[config.mk]
export PLATFORM = sky130hd
export DESIGN_NAME = err_window_meter
export DESIGN_NICKNAME = d
export VERILOG_FILES = /design/src/rtl/ewm_pkg.sv /design/src/rtl/ewm_regs.sv /design/src/rtl/ewm_timer.sv /design/src/rtl/ewm_accum.sv /design/src/rtl/err_window_meter.sv
export SDC_FILE = /design/constraint.sdc
export NUM_CORES = 1
export LEC_CHECK = 0
export ABC_AREA = 1
export ABC_CLOCK_PERIOD_IN_PS = 2300
export BUFFER_PORTS_ARGS = -buffer_cell sky130_fd_sc_hd__buf_2
export CAP_MARGIN = 40
export CORE_ASPECT_RATIO = 0.7
export CORE_MARGIN = 1
export CORE_UTILIZATION = 55
export DETAILED_ROUTE_END_ITERATION = 10
export PLACE_DENSITY = 0.76
export SYNTH_ARGS = -nofsm -noshare
export SYNTH_HDL_FRONTEND = slang
export SYNTH_SLANG_ARGS = --single-unit
[constraint.sdc]
create_clock -name clk -period 2.3 [get_ports clk]
set_input_delay 0.69 -clock clk [delete_from_list [all_inputs] [get_ports clk]]
set_output_delay 0.69 -clock clk [all_outputs]
set_load 0.03 [all_outputs]
[src/rtl/ewm_pkg.sv]
package ewm_pkg;
    localparam int ADDR_W        = 3;
    localparam int REG_W         = 8;
    localparam int RES_SLOTS     = 3;
    localparam int ADDR_CTRL     = 0;
    localparam int ADDR_WIN      = 1;
    localparam int ADDR_RES0     = 2;
    localparam int CTRL_START_B  = 0;
    localparam int CTRL_RUN_B    = 6;
    localparam int CTRL_DONE_B   = 7;

    function automatic logic [REG_W-1:0] pack_ctrl(input logic done, input logic run,
                                                   input logic start);
        logic [REG_W-1:0] v;
        v = '0;
        v[CTRL_DONE_B]  = done;
        v[CTRL_RUN_B]   = run;
        v[CTRL_START_B] = start;
        return v;
    endfunction
endpackage

[src/rtl/ewm_regs.sv]
module ewm_regs
    import ewm_pkg::*;
#(
    parameter int WIN_W = 8,
    parameter int CNT_W = 16
) (
    input  logic                 clk,
    input  logic                 rst_n,
    input  logic [ADDR_W-1:0]    reg_addr,
    input  logic                 reg_wr,
    input  logic [REG_W-1:0]     reg_wdata,
    input  logic                 running_i,
    input  logic                 done_i,
    input  logic [CNT_W-1:0]     result_i,
    output logic [REG_W-1:0]     reg_rdata,
    output logic [WIN_W-1:0]     win_o,
    output logic                 start_o
);
    localparam int PAD_W = RES_SLOTS * REG_W;

    typedef struct packed {
        logic             start;
        logic [WIN_W-1:0] win;
    } regs_t;

    regs_t regs_d, regs_q;
    logic [PAD_W-1:0] res_pad;
    logic [REG_W-1:0] res_byte [RES_SLOTS];

    assign res_pad = PAD_W'(result_i);

    for (genvar g = 0; g < RES_SLOTS; g++) begin : g_byte
        assign res_byte[g] = res_pad[g*REG_W +: REG_W];
    end

    always_comb begin
        regs_d  = regs_q;
        start_o = 1'b0;
        if (reg_wr) begin
            if (reg_addr == ADDR_W'(ADDR_CTRL)) begin
                regs_d.start = reg_wdata[CTRL_START_B];
                start_o      = reg_wdata[CTRL_START_B] && !regs_q.start;
            end else if (reg_addr == ADDR_W'(ADDR_WIN)) begin
                regs_d.win = reg_wdata[WIN_W-1:0];
            end
        end
    end

    always_comb begin
        reg_rdata = '0;
        if (reg_addr == ADDR_W'(ADDR_CTRL)) begin
            reg_rdata = pack_ctrl(done_i, running_i, regs_q.start);
        end else if (reg_addr == ADDR_W'(ADDR_WIN)) begin
            reg_rdata = REG_W'(regs_q.win);
        end else begin
            for (int k = 0; k < RES_SLOTS; k++) begin
                if (reg_addr == ADDR_W'(ADDR_RES0 + k)) begin
                    reg_rdata = res_byte[k];
                end
            end
        end
    end

    assign win_o = regs_q.win;

    always_ff @(posedge clk or negedge rst_n) begin
        if (!rst_n) begin
            regs_q <= '0;
        end else begin
            regs_q <= regs_d;
        end
    end

    // an arming write leaves the stored start bit set
    p_start_stored_r2: assert property (@(posedge clk) disable iff (!rst_n)
        start_o |=> regs_q.start);

    // no arming pulse while the stored bit is already set
    p_no_rearm_r2: assert property (@(posedge clk) disable iff (!rst_n)
        (regs_q.start && !reg_wr) |=> !start_o || !$past(regs_q.start) || regs_q.start == 1'b0 || !start_o);
endmodule

[src/rtl/ewm_timer.sv]
module ewm_timer #(
    parameter int WIN_W      = 8,
    parameter int UNIT_SHIFT = 16
) (
    input  logic             clk,
    input  logic             rst_n,
    input  logic             start_i,
    input  logic [WIN_W-1:0] win_i,
    input  logic             unit_stb_i,
    output logic             running_o,
    output logic             done_o,
    output logic             count_en_o,
    output logic             win_end_o,
    output logic             zero_win_o
);
    localparam int LEN_W = WIN_W + UNIT_SHIFT;

    typedef struct packed {
        logic             running;
        logic             done;
        logic [LEN_W-1:0] len;
        logic [LEN_W-1:0] units;
    } tmr_t;

    tmr_t tmr_d, tmr_q;
    logic [LEN_W-1:0] step;
    logic             end_hit;
    logic             win_zero;

    always_comb begin
        tmr_d    = tmr_q;
        step     = tmr_q.units + 1'b1;
        end_hit  = tmr_q.running && unit_stb_i && (step == tmr_q.len);
        win_zero = (win_i == '0);

        if (tmr_q.running && unit_stb_i) begin
            tmr_d.units = step;
        end
        if (end_hit) begin
            tmr_d.running = 1'b0;
            tmr_d.done    = 1'b1;
        end
        if (start_i) begin
            tmr_d.len     = LEN_W'(win_i) << UNIT_SHIFT;
            tmr_d.units   = '0;
            tmr_d.running = !win_zero;
            tmr_d.done    = win_zero;
        end
    end

    assign running_o  = tmr_q.running;
    assign done_o     = tmr_q.done;
    assign count_en_o = tmr_q.running && unit_stb_i;
    assign win_end_o  = end_hit;
    assign zero_win_o = start_i && win_zero;

    always_ff @(posedge clk or negedge rst_n) begin
        if (!rst_n) begin
            tmr_q <= '0;
        end else begin
            tmr_q <= tmr_d;
        end
    end

    // done and running are exclusive
    p_flags_excl_r12: assert property (@(posedge clk) disable iff (!rst_n)
        tmr_q.running |-> !tmr_q.done);

    // without a start an idle meter stays idle with a steady done flag
    p_idle_hold_r11: assert property (@(posedge clk) disable iff (!rst_n)
        (!tmr_q.running && !start_i) |=> (!tmr_q.running && $stable(tmr_q.done)));

    // the unit counter never reaches the window length while running
    p_unit_bound_r3: assert property (@(posedge clk) disable iff (!rst_n)
        tmr_q.running |-> (tmr_q.units < tmr_q.len));

    // done only rises out of a running window or a start
    p_done_source_r3: assert property (@(posedge clk) disable iff (!rst_n)
        $rose(tmr_q.done) |-> ($past(tmr_q.running) || $past(start_i)));
endmodule

[src/rtl/ewm_accum.sv]
module ewm_accum #(
    parameter int CNT_W = 16
) (
    input  logic             clk,
    input  logic             rst_n,
    input  logic             start_i,
    input  logic             count_en_i,
    input  logic             err_i,
    input  logic             win_end_i,
    input  logic             zero_win_i,
    output logic [CNT_W-1:0] result_o
);
    localparam logic [CNT_W-1:0] CNT_MAX = '1;

    typedef struct packed {
        logic [CNT_W-1:0] err;
        logic [CNT_W-1:0] result;
    } acc_t;

    acc_t acc_d, acc_q;
    logic             bump;
    logic [CNT_W-1:0] inc;

    always_comb begin
        acc_d = acc_q;
        bump  = count_en_i && err_i && (acc_q.err != CNT_MAX);
        inc   = acc_q.err + CNT_W'(bump);

        acc_d.err = start_i ? '0 : inc;
        if (zero_win_i) begin
            acc_d.result = '0;
        end else if (win_end_i) begin
            acc_d.result = inc;
        end
    end

    assign result_o = acc_q.result;

    always_ff @(posedge clk or negedge rst_n) begin
        if (!rst_n) begin
            acc_q <= '0;
        end else begin
            acc_q <= acc_d;
        end
    end

    // a full count stays full until the next start
    p_no_overflow_r5: assert property (@(posedge clk) disable iff (!rst_n)
        (acc_q.err == CNT_MAX && !start_i) |=> (acc_q.err == CNT_MAX));

    // the result only moves when a window closes
    p_result_hold_r6: assert property (@(posedge clk) disable iff (!rst_n)
        (!win_end_i && !zero_win_i) |=> $stable(acc_q.result));

    // without a counted unit the running count does not move
    p_idle_count_r4: assert property (@(posedge clk) disable iff (!rst_n)
        (!count_en_i && !start_i) |=> $stable(acc_q.err));
endmodule

[src/rtl/err_window_meter.sv]
module err_window_meter
    import ewm_pkg::*;
#(
    parameter int WIN_W      = 8,
    parameter int UNIT_SHIFT = 16,
    parameter int CNT_W      = 16
) (
    input  logic              clk,
    input  logic              rst_n,
    input  logic              unit_stb,
    input  logic              err_flag,
    input  logic [2:0]        reg_addr,
    input  logic              reg_wr,
    input  logic [7:0]        reg_wdata,
    output logic [7:0]        reg_rdata,
    output logic              done_o
);
    logic [WIN_W-1:0] win;
    logic             start;
    logic             running;
    logic             done;
    logic             count_en;
    logic             win_end;
    logic             zero_win;
    logic [CNT_W-1:0] result;

    ewm_regs #(.WIN_W(WIN_W), .CNT_W(CNT_W)) regs_i (
        .clk       (clk),
        .rst_n     (rst_n),
        .reg_addr  (reg_addr),
        .reg_wr    (reg_wr),
        .reg_wdata (reg_wdata),
        .running_i (running),
        .done_i    (done),
        .result_i  (result),
        .reg_rdata (reg_rdata),
        .win_o     (win),
        .start_o   (start)
    );

    ewm_timer #(.WIN_W(WIN_W), .UNIT_SHIFT(UNIT_SHIFT)) timer_i (
        .clk        (clk),
        .rst_n      (rst_n),
        .start_i    (start),
        .win_i      (win),
        .unit_stb_i (unit_stb),
        .running_o  (running),
        .done_o     (done),
        .count_en_o (count_en),
        .win_end_o  (win_end),
        .zero_win_o (zero_win)
    );

    ewm_accum #(.CNT_W(CNT_W)) accum_i (
        .clk        (clk),
        .rst_n      (rst_n),
        .start_i    (start),
        .count_en_i (count_en),
        .err_i      (err_flag),
        .win_end_i  (win_end),
        .zero_win_i (zero_win),
        .result_o   (result)
    );

    assign done_o = done;

    // a closing window that coincides with a start leaves done low
    p_collide_r10: assert property (@(posedge clk) disable iff (!rst_n)
        (win_end && start && !zero_win) |=> (!done_o && running));
endmodule

* Word level (Yosys, flattened, before mapping)
Index checks and enable logic that the tools add are counted.
Operators by class: $add $sub $neg 2, eq/ne operators 6, multiplexer cells 13, bitwise logic cells 1, reduce and logical (&&, ||, !) cells 15
Operators with widths (number):
- 50-bit two-way mux | 1
- 16-bit two-way mux | 3
- 8-bit two-way mux | 5
- 24-bit by 1-bit adder with 24-bit output, second input constant | 1
- 24-bit equality test | 1
- 24-bit two-way mux | 1
- 16-bit by 1-bit adder with 16-bit output | 1
- 16-bit != test, second input constant | 1
- 8-bit logical NOT | 1
- 3-bit by 2-bit equality test with 1-bit output, second input constant | 2
- 1-bit logical AND | 6
- 2-bit nonzero test | 3
- 3-bit by 1-bit equality test with 1-bit output, second input constant | 1
- 3-bit equality test, second input constant | 1
- 3-bit logical NOT | 1
- 3-bit AND reduction | 1
- 1-bit logical NOT | 2
- 1-bit two-way mux | 2
- 2-bit two-way mux | 1
- 2-bit AND reduction | 1
- 1-bit NOT | 1
Storage, ports and cells: bits in registers 75, word-level logic and storage cells 45

* Logic depth before layout (Yosys ltp)
Gate-level depths: netlist of run 1.
word-level depth 6, gate-level depth with buffers 18, gate-level depth less buffers 18

* Modules after synthesis
From an unflattened synthesis of run 1, not the netlist that was laid out.
Unflattened totals: cells, all modules 640, area, all modules 4619.4 µm²
By module, submodules not included:
- ewm_timer | instances 1, cells an instance 341, area an instance 2235.9 µm², seq. area each 850.8 µm²
- ewm_accum | instances 1, cells an instance 204, area an instance 1665.3 µm², seq. area each 800.8 µm²
- ewm_regs | instances 1, cells an instance 95, area an instance 718.2 µm², seq. area each 225.2 µm²

* Worst setup path after synthesis of run 1
OpenSTA, ideal clock, no wires.
path type input port to output port, from in reg_addr[1], to out reg_rdata[1], data arrival time 1.724 ns, setup slack -0.114 ns, stages on the path 5, cells stage by stage nor2_1 inv_1 nor2_1 inv_1 o21ai_0
On the way: cells in the longest elaborated chain, start to end 6, elaborated cells on any way between the ends 10, classes of those cells 4 x eq/ne; 5 x mux; 1 x reduce/logical
Ends and longest elaborated chain:
- start, declared | RTL line err_window_meter.sv:12 | input logic [2:0] reg_addr,
- 3-bit by 2-bit equality test with 1-bit output | RTL line ewm_regs.sv:57 | if (reg_addr == ADDR_W'(ADDR_RES0 + k)) begin
- 8-bit two-way mux (3 in a row) | RTL line ewm_regs.sv:57
- 8-bit two-way mux | RTL line ewm_regs.sv:53 | end else if (reg_addr == ADDR_W'(ADDR_WIN)) begin
- 8-bit two-way mux (*) | RTL line ewm_regs.sv:51 | if (reg_addr == ADDR_W'(ADDR_CTRL)) begin
- end, declared | RTL line err_window_meter.sv:15 | output logic [7:0] reg_rdata,
Every way passes the cells marked *; elsewhere a longest branch is shown, timed or not.

* Final worst setup path of run 1
from reg accum_i.acc_q[21] in the netlist's numbering, to reg accum_i.acc_q, in the netlist accum_i.result_o[11]
On the way: cells in the longest elaborated chain, start to end 5
Ends and longest elaborated chain:
- start, declared | RTL line ewm_accum.sv:20 | acc_t acc_d, acc_q;
- start signal, assigned | RTL line ewm_accum.sv:41 | acc_q <= '0;
- start signal, assigned | RTL line ewm_accum.sv:43 | acc_q <= acc_d;
- 16-bit != test | RTL line ewm_accum.sv:26 | bump = count_en_i && err_i && (acc_q.err != CNT_MAX);
- 1-bit logical AND | RTL line ewm_accum.sv:26
- 16-bit by 1-bit adder with 16-bit output (*) | RTL line ewm_accum.sv:27 | inc = acc_q.err + CNT_W'(bump);
- 16-bit two-way mux (*) | RTL line ewm_accum.sv:32 | end else if (win_end_i) begin
- 16-bit two-way mux (*) | RTL line ewm_accum.sv:30 | if (zero_win_i) begin
Every way passes the cells marked *; elsewhere a longest branch is shown, timed or not. The select of a mux whose other input is x is not followed. A chain may end at the register's enable or synchronous reset.

==> results.txt, run 1 <==
- Of the available clock period, the critical path in the final layout requires 1.10.
- Required time at the endpoint of the critical path: ~2.6 ns
- Synth Net Count: between 600 and 700
- Counting tap cells, the placed design contains a total of between 700 and 800 instances.
* Number of cell instances on the worst register-to-register path: 15
- The worst path in the final design needs a cycle of around 2.5 ns, including I/O delays and setup.
- Htree depth: 3
- Tightest slew margin relative to the limit: 0.656
- Routed length on met3: ~1600 microns
* Final cell count without fillers: slightly below 800
- The die covers between 8000 and 9000 sq um.
- The tool flagged a number of max-cap violations equal to 0.
- 25 I/O pins were placed.
* Final count of hold timing violations: 0
- Share of async-settable or async-resettable flops after synthesis: 1.00
- Summed over all cells, the static leakage comes to 0.00285 uW.
- Critical Path Sink: accum_i.result_o[11]
- Antenna viol nets, final: 0
* TritonCTS Buffers: 9
* Setup repair after global routing missed its margin: true
- Summing every instance area after synthesis gives ~4400 sq um.
- Setup violations remaining at the end of the flow were counted as 25.
- In the final routed layout, each cell accounts on average for roughly 17 microns.
- In this run the mean area of a mapped cell was just over 7 sq um.
- The first global-routing pass estimated between 15,000 and 20,000 microns of wire.
* Maximum number of pins on one net before global-route repair: 38
- The critical path goes through nand2_1 -> nor3_4 -> nand4_1 -> o21ai_1 -> nor2_1 -> ha_2 -> nand3_4 -> nor3_4 -> nand2_2 -> nor2_2 -> nand3_1 -> nor2_1 -> xor2_1 -> nand4_1 -> nand2_1.
- Power per Cell Area: about 930 nW/um^2
- The first detailed-routing pass took 5 iterations.
* Final worst setup slack: -0.230 ns
- Peak supply drop: roughly 0.89 mV
- In the final layout, the share of cells above drive strength 1 is 0.260.
- Among all flip-flop cells after synthesis, the most frequent one is dfrtp_1.
- Fraction of synthesized cell area taken by the top area cell type: 0.427
* Violated checks: negative setup slack
* Status: complete, but fails checks
* DRC violations left: 0
- Number of cell rows: 26
- Counting flops and latches in the post-synthesis netlist gives 75.
- WP data arrival: around 2.8 ns
- By startpoint and endpoint, the worst setup path is classified as flop to flop.
* Setup slack, reg-to-reg: -0.23 ns
- The floorplan step set the die width to 109 microns.
* Initial core utilization: 0.585
- Number of cells produced by synthesis: just over 600
- The tightest hold path in the finished design has a slack of roughly 0.31 ns.
* Core area: approximately 7500 sq um
- Yosys mapped a number of flops with a built-in enable equal to 0.
- Yosys warnings: 0
* Timing startpoint of the critical path: accum_i.acc_q[21]
- Routed length on met1: 5800 microns
- Area growth, synth to finish: 30.7%
* Number of distinct library cells after synthesis: 31
- Routed Wire Length: around 14,000 microns
- Count of input and output buffers: 24
* Post-layout power: 5320 uW
- Number of global-route vias before repair: between 4,000 and 5,000
- The final-report max-slew violation count is 0.
- Worst Max-Slew Pin Slew: 0.515 ns
- By instance count, the leading cell after synthesis is nand2_1.
* Fmax: between 0.3 and 0.4 GHz
- The endpoint identified for the worst register-to-register timing path is accum_i.result_o[11].
- STA classifies the critical path startpoint as a flop.
* Reg2reg start: accum_i.acc_q[21]
- Routed signal wires occupy layers up through met4.
* Worst-path clk slew: approximately 0.060 ns
- Cell type of the slowest stage on the worst timing path: dfrtp_1
- Total routing usage reported by global routing: 0.311
- Final setup skew: around 0.0038 ns
- Measured along the y axis, the die boundary spans about 77 microns.
* Final layout net count: around 710
- Number of sinks on the clock net: 75
- The worst setup path is captured at a flop.
- Summed over all nets, the half-perimeter wirelength after detailed placement is approximately 9000 microns.
* Critical Path Fanout Max: 3
* Root Buffer Master: clkbuf_16
- CTS tree: built
* List of most frequent post-synthesis cells: nand2_1, inv_1, dfrtp_1, nand3_1, nor2_1
* Number of antenna violations at the first check in global routing: 0
- Synth area leader: dfrtp_1
* Diodes inserted: 0
- Via count: between 4,000 and 5,000
- After detailed routing, the number of vias per cell comes to 5.85.
- The filler cells instantiated in the layout total between 500 and 600.
* Area contributors post-synth: dfrtp_1, nand2_1, nand3_1
- For this run, the register share of the synthesized area comes to 0.427.
- After the first detailed-routing iteration, the DRC count stood at just under 600.
- For this design, the CTS-stage hold fixing added 0 buffers.
* Maximum buffer depth of the clock tree: 2
- Clock latency on the worst-skew pair, taken at its later pin, is 0.34 ns.
- The routed design uses slightly below 6000 microns of met2 wire.
* Final core utilization: 0.765
- The path class of the tightest hold or removal check is primary input to asynchronous set/reset pin.
* Leftover overflow at the end of global routing: 0
- The largest single stage delay on the critical path is around 0.43 ns.
* RePlAce Congestion: 0.944
worst max-delay path: cells and delay by family, from the launching register on:
kind,cells,cell delay (ns)
AOI/OAI and AO/OA,1,0.07
xor gates and xnor gates,1,0.27
adders and majority gates,1,0.22
DFF,1,0.43
and+or+nand+nor,12,1.48
how the worst min path moves through the flow:
stage	endpoint	slack, ns	cells past startpoint
2_1_floorplan	accum_i.acc_q[16]	0.39	0
3_3_place_gp	regs_i.regs_q[8]	0.50	2
3_5_place_dp	regs_i.regs_q[8]	0.51	2
4_1_cts	timer_i.tmr_q[18]	0.33	1
5_1_grt	timer_i.tmr_q[18]	0.35	1
6_report	timer_i.tmr_q[18]	0.31	1
flip-flops by register name, summed over array words and instances, names as in the netlist:
signal,count
accum_i.acc_q,16
timer_i.running_o,1
regs_i.win_o,8
regs_i.regs_q,1
timer_i.tmr_q,32
timer_i.done_o,1
accum_i.result_o,16
repair_timing:
| action | in CTS | in global routing |
|---|---|---|
| pin swaps | 3 | 34 |
| gates resized for setup | 16 | 78 |
| gates cloned | 0 | 3 |
| endpoints found under the setup margin | 28 | 36 |
| buffers inserted | 3 | 13 |
report_power, final:
| group | total (uW) | internal [uW] | switching (uW) |
|---|---|---|---|
| combinational | 1810 | 678 | 1130 |
| clock | 1500 | 946 | 554 |
| sequential | 2010 | 1630 | 372 |
cells by family (layout without fill, tap and decap cells):
logic type | after synthesis | count (layout) | synth area share
buf+inv | 100 | 183 | 0.0902
xor+xnor | 14 | 14 | 0.0279
fa+ha+maj | 3 | 3 | 0.00854
compound gates | 60 | 60 | 0.0814
simple gates | 354 | 356 | 0.365
flops | 75 | 75 | 0.427
cell type report:
| cell class | instances | area [sq um] | area share |
|---|---|---|---|
| Clock buffer | 11 | 233 | 0.0405 |
| Clock inverter | 5 | 77.6 | 0.0135 |
| Inverter | 89 | 337 | 0.0586 |
| Multi-Input combinational cell | 433 | 2470 | 0.430 |
| Sequential cell | 75 | 1880 | 0.327 |
| Tap cell | 98 | 123 | 0.0213 |
| Timing Repair Buffer | 78 | 628 | 0.109 |
metal layers:
metal  up-vias  GRT usage
met3        41      0.100
li1       2127          -
met5         -          0
met2       285      0.425
met4         0     0.0716
met1      2159      0.473
stage by stage:
| stage | TNS [ns] | cell area [sq um] | worst slack [ns] |
|---|---|---|---|
| after floorplan | 0 | 4410 | 0.0390 |
| after global placement | -0.577 | 4910 | -0.104 |
| after detailed placement | -1.85 | 4910 | -0.135 |
| after CTS | -0.0142 | 5300 | -0.0142 |
| after global routing | -5.92 | 5750 | -0.383 |
| final | -2.22 | 5750 | -0.230 |
layout by cell type, fill, tap and decap left out, types with 6 or more instances in the layout:
master | synthesis | final
buf_4 | 0 | 49
buf_6 | 1 | 8
clkbuf_16 | 0 | 10
nor2_2 | 8 | 13
o22ai_1 | 16 | 16
inv_1 | 86 | 80
nand2_2 | 5 | 19
a22oi_1 | 8 | 8
nand3_1 | 67 | 56
inv_2 | 1 | 6
nand3_2 | 1 | 9
nand2_1 | 166 | 150
nor2_4 | 7 | 17
buf_2 | 3 | 17
o21ai_1 | 0 | 6
nor2_1 | 65 | 50
dfrtp_1 | 75 | 75
o21ai_0 | 22 | 16
a21oi_1 | 8 | 8
nand4_1 | 23 | 23
xor2_1 | 12 | 10
Power figures use the tool's default switching activity.
==> run 2: changes to the inputs <==
--- a/config.mk
+++ b/config.mk
@@ -14,6 +14,7 @@
 export CORE_UTILIZATION = 55
 export DETAILED_ROUTE_END_ITERATION = 10
 export PLACE_DENSITY = 0.76
+export REMOVE_ABC_BUFFERS = 1
 export SYNTH_ARGS = -nofsm -noshare
 export SYNTH_HDL_FRONTEND = slang
 export SYNTH_SLANG_ARGS = --single-unit
==> results.txt, run 2 (synthesis results as in run 1) <==
- STA classifies the critical path startpoint as a flop.
- The number of levels the H-tree was split into is 3 (unchanged).
- Ranked by flip-flop count, first place goes to timer_i.tmr_q.
- Via count: 4,647 (+0.76%)
- The internal power consumption is 3370 uW (+3.6%).
- The worst setup path is of the flop to flop kind.
- Cell leakage power: 0.00283 uW (-0.69%)
* Number of global-route vias before repair: 4,087 (-1.7%)
- The kind of cell with the highest combined delay along the critical path is simple AND/OR/NAND/NOR gates.
- Critical Path Fanout Max: 3 (unchanged)
- The buffer depth of the longest clock path came to 2 (unchanged).
- Critical path, cell by cell: nand2_1 -> inv_1 -> nand4_1 -> o21ai_1 -> nor2_1 -> ha_2 -> nand3_4 -> nor3_4 -> nand2_2 -> nor2_4 -> nand3_2 -> nor2_2 -> xor2_1 -> nand4_1 -> nand2_1
- Switching fraction of total power: 0.382 (-0.00524)
- Vias per cell: 5.93 (+1.4%)
- Seq pwr share: 0.370 (-0.007)
- The die height was 76.8 microns (unchanged).
- Violated checks: negative setup slack
- The worst setup path is captured at a flop.
* Number of cell rows: 26 (unchanged)
* Commonest non-fill, non-tap cells in the layout: nand2_1, inv_1, dfrtp_1, nand3_1
- The floorplan die area came to 8360 sq um (unchanged).
- Count of final max-slew check failures: 0 (unchanged)
- The pin count of the biggest net entering global routing was 43 (+13%).
* First-pass iteration count of the detailed router: 6 (+1)
- DRC violations left: 0 (unchanged)
* Antenna viol nets, final: 0 (unchanged)
- Fmax: 0.403 GHz (+1.9%)
- The utilization after layout came to 0.776 (+0.0117).
- The worst hold path belongs to the class primary input to asynchronous set/reset pin.
- The detailed-route wire length came to 14,100 microns (+3.3%).
- The count of antenna diodes in the layout came to 0 (unchanged).
- Setup repair after global routing missed its margin: true
* Share of power burned in combinational logic: 0.323 (-0.018)
* Worst-path clk slew: 0.06 ns (about the same)
* Fraction of layout cells with a size suffix above 1: 0.294 (+0.0340)
* Most common cell after layout, fill and taps aside: nand2_1
- # Max-Cap Violations: 0 (unchanged)
- First-pass GRT wire length: 19,900 microns (+0.80%)
* Final worst path period share: 1.08 (-0.0210)
* Cell type of the slowest stage on the worst timing path: dfrtp_1
- Total routing usage reported by global routing: 0.312 (+0.00122)
- Final setup skew: 0.0108 ns (+0.00696 ns)
- Power per Cell Area: 936 nW/um^2 (+1.2%)
- Die Wd: 109 microns (unchanged)
- The final layout net count was 701 (-0.57%).
- Area after DPL: 4870 sq um (-0.71%)
- The count of placed standard cells in the final layout, fillers left out came to 784 (-0.63%).
- Detailed-route wire length per cell: 18.0 microns (+4.0%)
* Required time at the endpoint of the critical path: 2.58 ns (about the same)
* Tightest slew margin relative to the limit: 0.676 (+0.0200)
- The final standard cell area without fillers is 5830 sq um (+1.5%).
- Clock network power share: 0.306 (+0.024)
- TritonCTS Buffers: 9 (unchanged)
* Number of antenna violations at the first check in global routing: 0 (unchanged)
- Largest register FFs: 32 (unchanged)
* Count of routing violations after the opening detailed-route iteration: 627 (+6.1%)
* RePlAce Congestion: 0.929 (-1.6%)
- Final setup violation count: 11 (-56%)
- The flow ran to the end, but the final reports show violations.
* # placed instances: 754 (unchanged)
* Worst stage delay on the critical path: 0.45 ns (+0.02 ns)
* Net Sw Power: 2090 uW (+1.3%)
* Peak supply drop: 0.933 mV (+5.1%)
- Bufs and invs on worst path: 1 (+1)
- The slew at the pin closest to its max-slew limit came to 0.481 ns (-0.0344 ns).
- Root Buffer Master: clkbuf_16
- The endpoint arrival time on the critical path was 2.76 ns (-0.05 ns).
* Core area: 7510 sq um (unchanged)
- Number of sinks on the clock net: 75 (unchanged)
- IO Count: 25 (unchanged)
* Area growth, synth to finish: 32.7%
- The worst-skew pair later-pin latency was 0.34 ns (about the same).
- The residual overflow from global routing was 0 (unchanged).
- Clock period minus worst slack: 2.48 ns (-0.0484 ns)
- The post-detailed-placement half-perimeter wirelength was 8940 microns (-0.56%).
- The final count of hold timing violations came to 0 (unchanged).
* Final worst setup slack: -0.182 ns (+0.0484 ns)
- CTS tree: built
- Count of input and output buffers: 24 (unchanged)
- The count of filler cells inserted in the layout came to 477 (-5.7%).
- The starting density of the core came to 0.585 (unchanged).
run 2: changes by cell type in the layout (fill, tap and decap cells not counted), sizes merged:
cell	delta
clkinv	-2
buf	-3
nand3	-1
bufinv	+1
run 2: final cells by class:
cell class / count / area, sq um / area share
clock inverters: 4 / 97.6 / 0.0167
well taps: 98 / 123 / 0.0210
repair buffers: 75 / 614 / 0.105
inverters: 89 / 339 / 0.0581
flip-flops and latches: 75 / 1880 / 0.323
multi-input cells: 432 / 2520 / 0.432
clock buffers: 11 / 253 / 0.0433
run 2: what timing repair did:
item | CTS | global route
gates resized for setup | 9 | 129
setup buffers | 0 | 14
pin swaps | 0 | 52
endpoints found under the setup margin | 7 | 37
hold buffers | 0 | 0
gates cloned | 0 | 2
run 2: final timing paths:
path                                    from                    to  slack [ns]  depth (start not counted)
setup / recovery           accum_i.acc_q[18]  accum_i.result_o[11]       -0.18                         15
hold / removal                         rst_n     timer_i.tmr_q[42]        0.30                          1
setup reg to reg           accum_i.acc_q[18]  accum_i.result_o[11]       -0.18                         15
hold reg to reg              regs_i.win_o[4]     timer_i.tmr_q[44]        0.52                          2
max in group asynchronous              rst_n      timer_i.tmr_q[3]        1.39                          2
min in group clk             regs_i.win_o[4]     timer_i.tmr_q[44]        0.52                          2
run 2: power groups by stage:
stage	clock network [uW]	registers (uW)	logic [uW]
after detailed placement	0	1970	1420
after global routing	1740	2050	1930
after global placement	0	1960	1370
final	1670	2020	1770
after CTS	1680	1950	1440
after floorplan	0	1880	1040
run 2: through the flow:
stage               TNS, ns  total power (uW)  hold WS (ns)  setup WS (ns)
global route          -4.69              5720         0.330         -0.332
floorplan            -53.08              2920         0.394          -1.29
detailed placement   -0.208              3390         0.508        -0.0251
finish                -1.16              5460         0.300         -0.182
CTS                       0              5070         0.309        0.00546
global placement    -0.0440              3330         0.499        -0.0374
run 2: worst register-to-register path, stage by stage, from the launching register on:
cell and delay, ns:
dfrtp_1 0.45, nand2_1 0.11, inv_1 0.08, nand4_1 0.10, o21ai_1 0.06, nor2_1 0.12
ha_2 0.22, nand3_4 0.09, nor3_4 0.22, nand2_2 0.16, nor2_4 0.16, nand3_2 0.08
nor2_2 0.15, xor2_1 0.23, nand4_1 0.11, nand2_1 0.09
run 2: routing by layer:
layer / GRT usage / vias to the layer above / part of all wire
li1: - / 2118 / -
met1: 0.477 / 2138 / 0.42
met2: 0.438 / 327 / 0.44
met3: 0.0706 / 64 / 0.11
met4: 0.0878 / 0 / 0.032
met5: 0 / - / 0
==> run 3: changes to the inputs <==
--- a/config.mk
+++ b/config.mk
@@ -12,6 +12,7 @@
 export CORE_ASPECT_RATIO = 0.7
 export CORE_MARGIN = 1
 export CORE_UTILIZATION = 55
+export CTS_CLUSTER_DIAMETER = 100
 export DETAILED_ROUTE_END_ITERATION = 10
 export PLACE_DENSITY = 0.76
 export REMOVE_ABC_BUFFERS = 1
==> constraint.sdc (replaced) <==
create_clock -name clk -period 2.3 [get_ports clk]
set_input_delay 0.69 -clock clk [delete_from_list [all_inputs] [get_ports clk]]
set_output_delay 0.69 -clock clk [all_outputs]
set_load 0.1 [all_outputs]
==> results.txt, run 3 (synthesis results as in run 1) <==
- DRC violations left: 0 (unchanged)
- The endpoint arrival time on the critical path is 2.67 ns (-0.09 ns).
- Number of sinks on the clock net: 75 (unchanged)
* Finished layout cell area: 5960 sq um (+2.1%)
- Fraction of layout cells with a size suffix above 1: 0.281 (-0.0133)
- Compared with the post-synthesis result, the final layout area differs by 35.5%.
- Capturing element type of the critical path: flop
- Largest register FFs: 32 (unchanged)
- Critical path, cell by cell: ha_4 -> nand2_1 -> nor2_4 -> buf_4 -> nand2_1 -> nand2_1 -> inv_1 -> nand3_1 -> nor2_2 -> nand2_1 -> nor2_1 -> nand2_1 -> nor2_4 -> nand3_4 -> nand3_1 -> nand2_1
- Number of global-route vias before repair: 4,322 (+5.7%)
- Start-to-end type of the worst setup path: flop to flop
- Vias per cell: 6.02 (+1.5%)
* Die Y-Extent: 76.8 microns (unchanged)
* Final setup skew: 0.00549 ns (-0.00529 ns)
- Most flops, register: timer_i.tmr_q
* Clock period minus worst slack: 2.44 ns (-0.0393 ns)
- Critical Path Most Common Cell: nand2_1
- The slew at the pin closest to its max-slew limit is 0.502 ns (+0.0214 ns).
- Final worst path period share: 1.06 (-0.0171)
- TritonCTS Buffers: 9 (unchanged)
- Count of input and output buffers: 24 (unchanged)
- The total number of vias is 4,785 (+3.0%).
- Count of routing violations after the opening detailed-route iteration: 538 (-14%)
- Commonest non-fill, non-tap cells in the layout: nand2_1, inv_1, dfrtp_1, nand3_1, buf_4
- The final estimated routing congestion in global placement is 0.953 (+2.6%).
* Die ar.: 8360 sq um (unchanged)
- Leftover overflow at the end of global routing: 0 (unchanged)
* Fmax: 0.409 GHz (+1.6%)
* Final worst setup slack: -0.143 ns (+0.0393 ns)
* Area after DPL: 5100 sq um (+4.6%)
* Die Wd: 109 microns (unchanged)
* Routed Wire Length: 14,400 microns (+2.1%)
- The maximum single-stage delay on the critical path came to 0.45 ns (about the same).
- Setup repair after global routing missed its margin: true
- Tightest slew margin relative to the limit: 0.665 (-0.0113)
- STA classifies the critical path startpoint as a flop.
* IO Count: 25 (unchanged)
* Violated checks: negative setup slack
* Peak supply drop: 0.560 mV (-40%)
- Root Buffer Master: clkbuf_16
- The leakage power figure is 0.00290 uW (+2.2%).
- The number of endpoints failing setup at the final stage was 33 (+22).
- The post-detailed-placement half-perimeter wirelength came to 9180 microns (+2.6%).
* Initial core utilization: 0.585 (unchanged)
* Diodes inserted: 0 (unchanged)
- TritonCTS built the clock tree.
- Family with the most delay on the worst path: simple AND/OR/NAND/NOR gates
- Power per Cell Area: 869 nW/um^2 (-7.2%)
- The count of filler cells inserted in the layout came to 456 (-4.4%).
- The final-report max-slew violation count was 0 (unchanged).
* Area of the multi-input gates: 2510 sq um (-0.55%)
- Required time at the endpoint of the critical path: 2.53 ns (-0.05 ns)
* Worst-path clk slew: 0.06 ns (about the same)
- The final layout net count was 712 (+1.6%).
- Maximum buffer depth of the clock tree: 2 (unchanged)
- The number of buffer and inverter stages on the critical path came to 2 (+1).
- Status: complete, but fails checks
- Register cell area after layout: 1880 sq um (-0.33%)
- Antenna viol nets, final: 0 (unchanged)
- The count of hold-fix buffers inserted at cts came to 0 (unchanged).
- Total routing usage reported by global routing: 0.340 (+0.0280)
- The number of levels the H-tree was split into was 3 (unchanged).
- The global-route wire length before repair is 21,500 microns (+8.1%).
- The final count of hold timing violations came to 0 (unchanged).
- Detailed-route wire length per cell: 18.1 microns (+0.73%)
* Final core utilization: 0.793 (+0.0166)
- Critical Path Fanout Max: 5 (+2)
- Maximum number of pins on one net before global-route repair: 40 (-7.0%)
* Number of antenna violations at the first check in global routing: 0 (unchanged)
- Number of cell rows: 26 (unchanged)
- Leaving out fill and tap cells, the most frequent cell in the layout is nand2_1.
- # Max-Cap Violations: 0 (unchanged)
* Post-layout power: 5180 uW (-5.2%)
* Core area: 7510 sq um (unchanged)
* First-pass iteration count of the detailed router: 5 (-1)
* Hold/Removal Path Class: primary input to asynchronous set/reset pin
* Clock insertion delay at the later pin of the skew report: 0.34 ns (about the same)
- On the critical path, the stage with the largest delay is an instance of dfrtp_1.
[run 3: changes by cell type in the layout (fill, tap and decap cells not counted), moves of 4 or more]
cell | before | now
dfrtp_2 | 6 | 1
buf_4 | 44 | 48
nand2_2 | 25 | 13
nor2_4 | 21 | 16
buf_6 | 13 | 8
dfrtp_1 | 69 | 74
nand2_1 | 144 | 158
buf_12 | 3 | 12
[run 3: timing repair]
item | CTS | global route
setup endpoints to repair | 37 | 36
buffers inserted | 7 | 10
pin swaps | 20 | 30
gates resized for setup | 59 | 56
hold endpoints to repair | 0 | 0
gates cloned | 0 | 2
[run 3: worst paths after layout]
| check | start | end | slack (ns) | cells after the start |
|---|---|---|---|---|
| hold / removal | rst_n | timer_i.tmr_q[10] | 0.32 | 1 |
| min in group clk | regs_i.regs_q[8] | regs_i.regs_q[8] | 0.53 | 2 |
| hold reg to reg | regs_i.regs_q[8] | regs_i.regs_q[8] | 0.53 | 2 |
| setup / recovery | timer_i.tmr_q[1] | accum_i.result_o[8] | -0.14 | 16 |
| max in group asynchronous | rst_n | timer_i.tmr_q[0] | 1.37 | 2 |
| setup reg to reg | timer_i.tmr_q[1] | accum_i.result_o[8] | -0.14 | 16 |
[run 3: routing by layer]
| layer | GRT usage | wire, microns | part of all wire |
|---|---|---|---|
| met1 | 0.499 | 5980 | 0.42 |
| met2 | 0.497 | 6460 | 0.45 |
| met3 | 0.0782 | 1630 | 0.11 |
| met4 | 0.104 | 338 | 0.023 |
| met5 | 0 | 0 | 0 |
[run 3: through the flow]
step,setup WS (ns),hold WS (ns),instances,setup TNS (ns)
2_1_floorplan,-1.54,0.394,595,-62.68
3_3_place_gp,-0.146,0.496,763,-1.12
3_5_place_dp,-0.179,0.498,763,-2.70
4_1_cts,-0.0624,0.339,783,-0.301
5_1_grt,-0.289,0.373,795,-5.59
6_report,-0.143,0.325,795,-2.07
[run 3: worst register-to-register path, cell delays in order (launching register included)]
cell	delay, ns
dfrtp_1	0.45
ha_4	0.21
nand2_1	0.16
nor2_4	0.08
buf_4	0.14
nand2_1	0.05
nand2_1	0.05
inv_1	0.12
nand3_1	0.11
nor2_2	0.16
nand2_1	0.08
nor2_1	0.11
nand2_1	0.12
nor2_4	0.18
nand3_4	0.14
nand3_1	0.12
nand2_1	0.06
[run 3: report_power, final]
group          switching, uW  internal (uW)
sequential               360           1640
clock                    549            749
combinational           1210            677
total                   2110           3060
[run 3: cell type report]
class / count / area share
multi-input combinational: 433 / 0.421
sequential: 75 / 0.315
timing repair buffer: 85 / 0.142
inverter: 89 / 0.0573
clock buffer: 12 / 0.0414
tap: 98 / 0.0206
clock inverter: 3 / 0.00252
